File: src/rtl/fpa_pkg.sv
package fpa_pkg;

  localparam int EXP_W  = 8;
  localparam int FRAC_W = 23;
  localparam int GRS_W  = 3;

  typedef enum logic [2:0] {
    CLS_ZERO = 3'd0,
    CLS_SUB  = 3'd1,
    CLS_NORM = 3'd2,
    CLS_INF  = 3'd3,
    CLS_NAN  = 3'd4
  } fp_class_e;

endpackage

File: src/rtl/fpa_unpack.sv
module fpa_unpack
  import fpa_pkg::*;
#(
  parameter int EW = EXP_W,
  parameter int FW = FRAC_W,
  localparam int WW = 1 + EW + FW,
  localparam int MW = FW + 1
) (
  input  logic [WW-1:0] word_i,
  output logic          sign_o,
  output logic [EW-1:0] exp_eff_o,
  output logic [MW-1:0] mant_o,
  output fp_class_e     cls_o
);

  logic [EW-1:0] exp_f;
  logic [FW-1:0] frac_f;
  logic          exp_zero;
  logic          exp_ones;
  logic          frac_zero;

  always_comb begin
    sign_o    = word_i[WW-1];
    exp_f     = word_i[WW-2 -: EW];
    frac_f    = word_i[FW-1:0];
    exp_zero  = (exp_f == '0);
    exp_ones  = (exp_f == '1);
    frac_zero = (frac_f == '0);
    exp_eff_o = exp_zero ? EW'(1) : exp_f;
    mant_o    = {~exp_zero, frac_f};
    if (exp_zero)      cls_o = frac_zero ? CLS_ZERO : CLS_SUB;
    else if (exp_ones) cls_o = frac_zero ? CLS_INF  : CLS_NAN;
    else               cls_o = CLS_NORM;
  end

  // hidden bit agrees with the class decision
  always_comb begin
    if (cls_o == CLS_SUB || cls_o == CLS_ZERO)
      a_r2_hidden_low: assert (!mant_o[MW-1]);
    if (cls_o == CLS_NORM)
      a_r2_hidden_high: assert (mant_o[MW-1]);
  end

endmodule

File: src/rtl/fpa_align.sv
module fpa_align #(
  parameter int AW = 27,
  parameter int EW = 8,
  localparam int SW = $clog2(AW + 1)
) (
  input  logic [AW-1:0] mant_i,
  input  logic [EW-1:0] shamt_i,
  output logic [AW-1:0] mant_o
);

  logic [SW-1:0]   sh_cap;
  logic [2*AW-1:0] stg [0:SW];
  logic            sticky;

  always_comb begin
    if (int'(shamt_i) >= AW) sh_cap = SW'(AW);
    else                     sh_cap = SW'(shamt_i);
  end

  assign stg[0] = {mant_i, {AW{1'b0}}};

  for (genvar k = 0; k < SW; k++) begin : g_stage
    localparam int STEP = 1 << k;
    assign stg[k+1] = sh_cap[k] ? (stg[k] >> STEP) : stg[k];
  end

  always_comb begin
    sticky = |stg[SW][AW-1:0];
    mant_o = {stg[SW][2*AW-1:AW+1], stg[SW][AW] | sticky};
  end

  // a non-zero mantissa never vanishes through the shifter
  always_comb begin
    if (mant_i != '0)
      a_r5_sticky_kept: assert (mant_o != '0);
    if (shamt_i == '0)
      a_r4_zero_shift_identity: assert (mant_o == mant_i);
  end

endmodule

File: src/rtl/fpa_special.sv
module fpa_special
  import fpa_pkg::*;
#(
  parameter int EW = EXP_W,
  parameter int FW = FRAC_W,
  localparam int WW = 1 + EW + FW
) (
  input  fp_class_e     cls_a_i,
  input  fp_class_e     cls_b_i,
  input  logic [WW-1:0] word_a_i,
  input  logic [WW-1:0] word_b_i,
  output logic          special_o,
  output logic [WW-1:0] value_o
);

  localparam logic [WW-1:0] QNAN = {1'b0, {EW{1'b1}}, 1'b1, {(FW-1){1'b0}}};

  logic any_nan, a_inf, b_inf, a_zero, b_zero;

  always_comb begin
    any_nan   = (cls_a_i == CLS_NAN) || (cls_b_i == CLS_NAN);
    a_inf     = (cls_a_i == CLS_INF);
    b_inf     = (cls_b_i == CLS_INF);
    a_zero    = (cls_a_i == CLS_ZERO);
    b_zero    = (cls_b_i == CLS_ZERO);
    special_o = 1'b1;
    value_o   = QNAN;
    if (any_nan) begin
      value_o = QNAN;
    end else if (a_inf && b_inf) begin
      value_o = (word_a_i[WW-1] == word_b_i[WW-1]) ? word_a_i : QNAN;
    end else if (a_inf) begin
      value_o = word_a_i;
    end else if (b_inf) begin
      value_o = word_b_i;
    end else if (a_zero && b_zero) begin
      value_o = {word_a_i[WW-1] & word_b_i[WW-1], {(WW-1){1'b0}}};
    end else if (a_zero) begin
      value_o = word_b_i;
    end else if (b_zero) begin
      value_o = word_a_i;
    end else begin
      special_o = 1'b0;
    end
  end


  always_comb begin
    if (any_nan)
      a_r6_nan_quiet: assert (special_o && value_o == QNAN);
    if (a_inf && b_inf && (word_a_i[WW-1] != word_b_i[WW-1]))
      a_r7_inf_clash: assert (special_o && value_o == QNAN);
    if ((cls_a_i == CLS_NORM || cls_a_i == CLS_SUB) &&
        (cls_b_i == CLS_NORM || cls_b_i == CLS_SUB))
      a_r11_finite_not_special: assert (!special_o);
  end

endmodule

File: src/rtl/fpa_operand_prep.sv
module fpa_operand_prep
  import fpa_pkg::*;
#(
  parameter int EW = EXP_W,
  parameter int FW = FRAC_W,
  parameter int GW = GRS_W,
  localparam int WW = 1 + EW + FW,
  localparam int MW = FW + 1,
  localparam int AW = MW + GW
) (
  input  logic [WW-1:0] op_a,
  input  logic [WW-1:0] op_b,
  input  logic          sub_i,
  output logic          sign_a_o,
  output logic          sign_b_o,
  output logic [EW-1:0] exp_o,
  output logic [AW-1:0] man_a_o,
  output logic [AW-1:0] man_b_o,
  output logic          special_o,
  output logic [WW-1:0] special_val_o
);

  logic [WW-1:0] word   [0:1];
  logic          sgn    [0:1];
  logic [EW-1:0] e_eff  [0:1];
  logic [MW-1:0] mant   [0:1];
  fp_class_e     cls    [0:1];
  logic [AW-1:0] ext    [0:1];

  logic          a_ge;
  logic [EW-1:0] shamt;
  logic [AW-1:0] small_m;
  logic [AW-1:0] aligned;

  assign word[0] = op_a;
  assign word[1] = {op_b[WW-1] ^ sub_i, op_b[WW-2:0]};

  for (genvar i = 0; i < 2; i++) begin : g_op
    fpa_unpack #(.EW(EW), .FW(FW)) i_unpack (
      .word_i    (word[i]),
      .sign_o    (sgn[i]),
      .exp_eff_o (e_eff[i]),
      .mant_o    (mant[i]),
      .cls_o     (cls[i])
    );
    assign ext[i] = {mant[i], {GW{1'b0}}};
  end

  always_comb begin
    a_ge    = (e_eff[0] >= e_eff[1]);
    exp_o   = a_ge ? e_eff[0] : e_eff[1];
    shamt   = a_ge ? (e_eff[0] - e_eff[1]) : (e_eff[1] - e_eff[0]);
    small_m = a_ge ? ext[1] : ext[0];
  end

  fpa_align #(.AW(AW), .EW(EW)) i_align (
    .mant_i  (small_m),
    .shamt_i (shamt),
    .mant_o  (aligned)
  );

  always_comb begin
    man_a_o  = a_ge ? ext[0]  : aligned;
    man_b_o  = a_ge ? aligned : ext[1];
    sign_a_o = sgn[0];
    sign_b_o = sgn[1];
  end

  fpa_special #(.EW(EW), .FW(FW)) i_special (
    .cls_a_i   (cls[0]),
    .cls_b_i   (cls[1]),
    .word_a_i  (word[0]),
    .word_b_i  (word[1]),
    .special_o (special_o),
    .value_o   (special_val_o)
  );


  always_comb begin
    a_r3_exp_is_max: assert (exp_o >= e_eff[0] && exp_o >= e_eff[1]);
    a_r4_leader_unshifted: assert (man_a_o == ext[0] || man_b_o == ext[1]);
  end

endmodule

File: config.mk
export PLATFORM = sky130hd
export DESIGN_NAME = fpa_operand_prep
export DESIGN_NICKNAME = d
export VERILOG_FILES = /design/src/rtl/fpa_pkg.sv /design/src/rtl/fpa_unpack.sv /design/src/rtl/fpa_align.sv /design/src/rtl/fpa_special.sv /design/src/rtl/fpa_operand_prep.sv
export SDC_FILE = /design/constraint.sdc
export NUM_CORES = 1
export LEC_CHECK = 0
export BUFFER_PORTS_ARGS = -buffer_cell sky130_fd_sc_hd__buf_2
export CAP_MARGIN = 20
export CELL_PAD_IN_SITES_DETAIL_PLACEMENT = 1
export CELL_PAD_IN_SITES_GLOBAL_PLACEMENT = 1
export CORE_MARGIN = 2
export CORE_UTILIZATION = 32
export DETAILED_ROUTE_END_ITERATION = 16
export GPL_ROUTABILITY_DRIVEN = 0
export PLACE_DENSITY = 0.81
export SLEW_MARGIN = 25
export SYNTH_ARGS = -nofsm -noshare
export SYNTH_HDL_FRONTEND = slang
export SYNTH_SLANG_ARGS = --single-unit
File: constraint.sdc
create_clock -name vclk -period 6.2
set_input_delay 0.62 -clock vclk [all_inputs]
set_output_delay 0.62 -clock vclk [all_outputs]
set_load 0.02 [all_outputs]
Word-level counts from Yosys, hierarchy flattened. Index checks and enable logic that the tools add are counted.

Output and inout port bits: 97. Register bits after elaboration: 0.

Order comparisons: 2. $add $sub $neg: 2. Mux-type cells: 36. Bitwise operators: 5. Equality and inequality tests: 7. Reduce and logical (&&, ||, !) cells: 10.

Operators with widths (number): $mux W54 (5); $mux W32 (8); $mux W27 (3); $logic_not A23 Y1 (2); $mux W8 (4); $reduce_or A27 Y1 (1); $mux W3 (6); $eq A8 B8 Y1 const B (2); $logic_not A8 Y1 (2); $sub A8 B8 Y8 (2); $mux W1 (9); $ge A8 B5 Y1 const B (1); $ge A8 B8 Y1 (1); $eq A3 B2 Y1 const B (2); $eq A3 B3 Y1 const B (2); $logic_not A3 Y1 (2); $mux W5 (1); $logic_and A1 B1 Y1 (2); $not A1 Y1 (2); $and A1 B1 Y1 (1); $eq A1 B1 Y1 (1); $logic_or A1 B1 Y1 (1); $or A1 B1 Y1 (1); $xor A1 B1 Y1 (1).

Logic depth before layout (Yosys ltp).
Word-level depth: 14. Depth in mapped cells: 24. Mapped depth without buffers: 19.

By module. Synthesis repeated with hierarchy kept, for this count alone.

Cell total of the unflattened synthesis: 724. Area total of the unflattened synthesis: 5114.9 um^2.

Modules (own cells, without submodules): fpa_align (area each 2223.4 um^2, times used 1, sequential area each 0.0 um^2, cells an instance 339); fpa_operand_prep (area each 1657.8 um^2, times used 1, sequential area each 0.0 um^2, cells an instance 192); fpa_unpack (area each 329.1 um^2, times used 2, sequential area each 0.0 um^2, cells an instance 51); fpa_special (area each 575.6 um^2, times used 1, sequential area each 0.0 um^2, cells an instance 91).

Worst setup path after synthesis. Ideal clock, no wire load.

Kind: input-to-output. Start: input port op_b[25]. End: output port man_a_o[0]. Required time: 5580 ps. Path slack: 540 ps. Stages: 22. Arrival time: 5040 ps. Buffers on the path: 3. Path through: buf_4 nor4_1 a21oi_1 inv_1 ha_1 inv_1 fa_1 a21oi_1 nand2_1 a31o_1 buf_6 mux2i_1 xor2_1 buf_6 nor3_2 nor3_1 a211o_1 o31ai_1 nor4bb_1 o2111ai_1 nor4_2 nor3_1.

Longest elaborated chain between the ends: 14. Elaborated cells on any way between the ends: 18.

RTL lines: start: declaration (line fpa_operand_prep.sv:12) `input logic [WW-1:0] op_b,`; $logic_not A8 Y1 (line fpa_unpack.sv:26) `exp_zero = (exp_f == '0);`; $mux W8 (line fpa_unpack.sv:29) `exp_eff_o = exp_zero ? EW'(1) : exp_f;`; $sub A8 B8 Y8 or $ge A8 B8 Y1 (tied branches) (line fpa_operand_prep.sv:52, fpa_operand_prep.sv:50); $mux W8 (line fpa_operand_prep.sv:52) `shamt = a_ge ? (e_eff[0] - e_eff[1]) : (e_eff[1] - e_eff[0]);`; $ge A8 B5 Y1 (line fpa_align.sv:16) `if (int'(shamt_i) >= AW) sh_cap = SW'(AW);`; $mux W5 (line fpa_align.sv:16); $mux W54 (5 in series) (line fpa_align.sv:24) `assign stg[k+1] = sh_cap[k] ? (stg[k] >> STEP) : stg[k];`; $reduce_or A27 Y1 (line fpa_align.sv:28) `sticky = |stg[SW][AW-1:0];`; $or A1 B1 Y1 (line fpa_align.sv:29) `mant_o = {stg[SW][2*AW-1:AW+1], stg[SW][AW] | sticky};`; $mux W27 (*) (line fpa_operand_prep.sv:63) `man_a_o = a_ge ? ext[0] : aligned;`; end: declaration (line fpa_operand_prep.sv:17) `output logic [AW-1:0] man_a_o,`.

Mark *: on every way between the ends. The rest lies on a longest branch, timed or not.

Worst setup path after layout.
Start: input port op_b[27]. End: output port man_b_o[0].

Longest elaborated chain between the ends: 14. Elaborated cells on any way between the ends: 18.

RTL lines: $logic_not A8 Y1 (line fpa_unpack.sv:26); $mux W8 (line fpa_unpack.sv:29); $sub A8 B8 Y8 or $ge A8 B8 Y1 (tied branches) (line fpa_operand_prep.sv:52, fpa_operand_prep.sv:50); $mux W8 (line fpa_operand_prep.sv:52); $ge A8 B5 Y1 (line fpa_align.sv:16); $mux W5 (line fpa_align.sv:16); $mux W54 (5 in series) (line fpa_align.sv:24); $reduce_or A27 Y1 (line fpa_align.sv:28); $or A1 B1 Y1 (line fpa_align.sv:29); $mux W27 (*) (line fpa_operand_prep.sv:64) `man_b_o = a_ge ? aligned : ext[1];`; end: declaration (line fpa_operand_prep.sv:18) `output logic [AW-1:0] man_b_o,`.

Marks and branches as above.

==> flow_summary.ini <==
[status]
status = complete, but fails checks
violations = negative setup slack

[placement]
hpwl_mm = 21.73
dp_cells = 1205
io_buffers = 162

[finish]
fin_nets = 1083
nFillCells = 2137
seq_cells = 0
mostFrequentLayoutCell = buf_2
layout_common_cells = buf_2 (162), nand2_1 (143), nor2_1 (96), buf_4 (77), o21ai_0 (64)
layoutNonFillerInstCount = 1214
area_growth_pct = 30.20
antennaDiodeCount = 0
drive_gt1_share_pct = 31.16
register_area_um2 = 0
clkbuf_count = 0

[logic_synthesis]
syn_inst = 832
netlist_area_um2 = 5092
synthesis.nets = 915
yosysSeqAreaShare_pct = 0
syn-mean-instance-area_um2 = 6.121
ys_types = 95
yosysWarnings = 0

[sta]
worstMarginPinSlew_ns = 0.7469
clock.fmax_mhz = 160.5
hold_viol = 0
setup_ws_ns = -0.02872
post-route-period-util_pct = 100.5
final.setup.tns_ns = -0.05162
setup_viol = 2
finalCriticalPeriod_ns = 6.229
slew_violations = 0
slew_headroom_pct = 50.21

[detailed_routing]
drtIter0Drc = 976
wl_mm = 28.81
postRouteAntennaNets = 0
first_pass_iters = 6
drc = 0
num_vias = 8003
wl_per_cell_um = 23.73
vias_per_cell = 6.592

[global_routing]
grt_use_total_pct = 31.08
grt_pass1_vias = 7545
grt_first_pass_wirelength_mm = 41.99
grt.overflow.total = 0
antenna_found_initial = 0
grt_start_max_net_pins = 55

[floorplan]
io-pin-count = 162
die-area_um2 = 16940
die_h_um = 130.2
fp.coreArea_um2 = 15710
start_util_pct = 32.41
die_x_um = 130.2
rows = 46

[worst_setup_path]
worstPathMaxFanout = 8
required_ns = 5.58
criticalPathCategory = input pin to output pin
crit_start = op_b[27]
arrival_ns = 5.61
endpoint_kind = output pin
start_kind = input pin

[power_and_ir_drop]
p_per_area_nw_per_um2 = 191.9
p_leak_nw = 2.940
ir_drop_mv = 0.07653

[min_path]
hold_path.startpoint = op_a[31]
min_path_cells = 2
holdCritPathClass = input pin to output pin
hold_end = sign_a_o

[cts]
cts_hold_buffers = 0

[flow_run]
cap_violations = 0
worst max path at each step:
stage	to	depth (start not counted)
floorplan	man_a_o[0]	22
finish	man_b_o[0]	22
CTS	man_b_o[0]	22
global placement	man_a_o[0]	22
detailed placement	man_b_o[0]	22
global route	man_b_o[0]	23
final cells by class:
class / count / area (um^2) / share of cell area, %
tap: 216 / 270.3 / 4.076
timing repair buffer: 243 / 1460 / 22.02
multi-input combinational: 730 / 4806 / 72.49
inverter: 25 / 93.84 / 1.415
synth_stat cells (6+ instances only):
cell type  number  area (um^2)
nand2_1       144        540.5
nor2_1         97        364.1
o21ai_0        66        330.3
a21oi_1        53        265.3
clkbuf_1       42        157.7
mux2i_1        41        410.4
a22oi_1        27        202.7
inv_1          24        90.09
nor3_1         24        120.1
nand3_1        21        105.1
nor4_1         21        131.4
ha_1           16        200.2
buf_2          12        60.06
nand4_1        12        75.07
o31ai_1        11        82.58
a211oi_1       10        75.07
a31oi_1        10        62.56
buf_6           9        101.4
and3_1          8        50.05
buf_1           8        30.03
o22ai_1         8        50.05
buf_4           7        52.55
o21ai_1         7        35.03
a221oi_1        6        52.55
o221ai_1        6        52.55
or3_1           6        37.54
layer usage:
layer  global-route usage (%)  wire [um]  vias to the layer above
met4                    12.90       1666                        0
met3                    3.854       3084                      165
met2                    49.43      12830                      649
li1                         -          -                     3452
met5                        0          0                        -
met1                    42.41      11230                     3737
worst max-delay path: stages:
cell      delay (ns)
buf_2           0.14
nor4_4          0.31
a21oi_1         0.15
inv_1           0.08
ha_1            0.16
inv_1           0.06
fa_1            0.46
a21oi_1         0.20
nand2_2         0.15
a31oi_2         0.33
buf_4           0.27
mux2i_1         0.57
nand2_1         0.20
a21boi_0        0.20
nor3_1          0.31
a221o_1         0.25
nand3_1         0.10
a21oi_1         0.24
o221ai_2        0.16
nor4_2          0.38
nor3_1          0.09
buf_2           0.17
where the power goes:
part	switching, mW	internal (mW)
sequential	0	0
combinational	0.840	0.432
clock	0	0
total	0.840	0.432
cells by family (layout without fill, tap and decap cells):
| group | after synthesis | after routing | share of synthesized area [%] |
|---|---|---|---|
| and+or+nand+nor | 363 | 363 | 33.17 |
| xor gates and xnor gates | 10 | 10 | 2.973 |
| muxes | 46 | 46 | 9.238 |
| buffers and inverters | 103 | 268 | 9.730 |
| adders and majority gates | 18 | 18 | 4.717 |
| AOI/OAI and AO/OA | 292 | 293 | 40.17 |
what timing repair did:
item	in CTS	in global routing
cloned	0	1
setup buffers	0	8
endpoints found under the setup margin	4	43
gates resized for setup	3	31
pin swaps	0	10
stage by stage:
step	hold slack, ns	setup slack [ns]	instance area, um^2	total power [mW]	utilization [%]
floorplan	1.353	0.5396	5092	0.7310	-
global placement	1.510	0.08609	6350	1.100	40.41
detailed placement	1.515	-0.07612	6350	1.123	40.41
CTS	1.518	0.01936	6366	1.132	40.52
global route	1.527	-0.2294	6630	1.326	42.20
finish	1.512	-0.02872	6630	1.273	42.20
No activity file was read; power rests on OpenSTA's default activity.
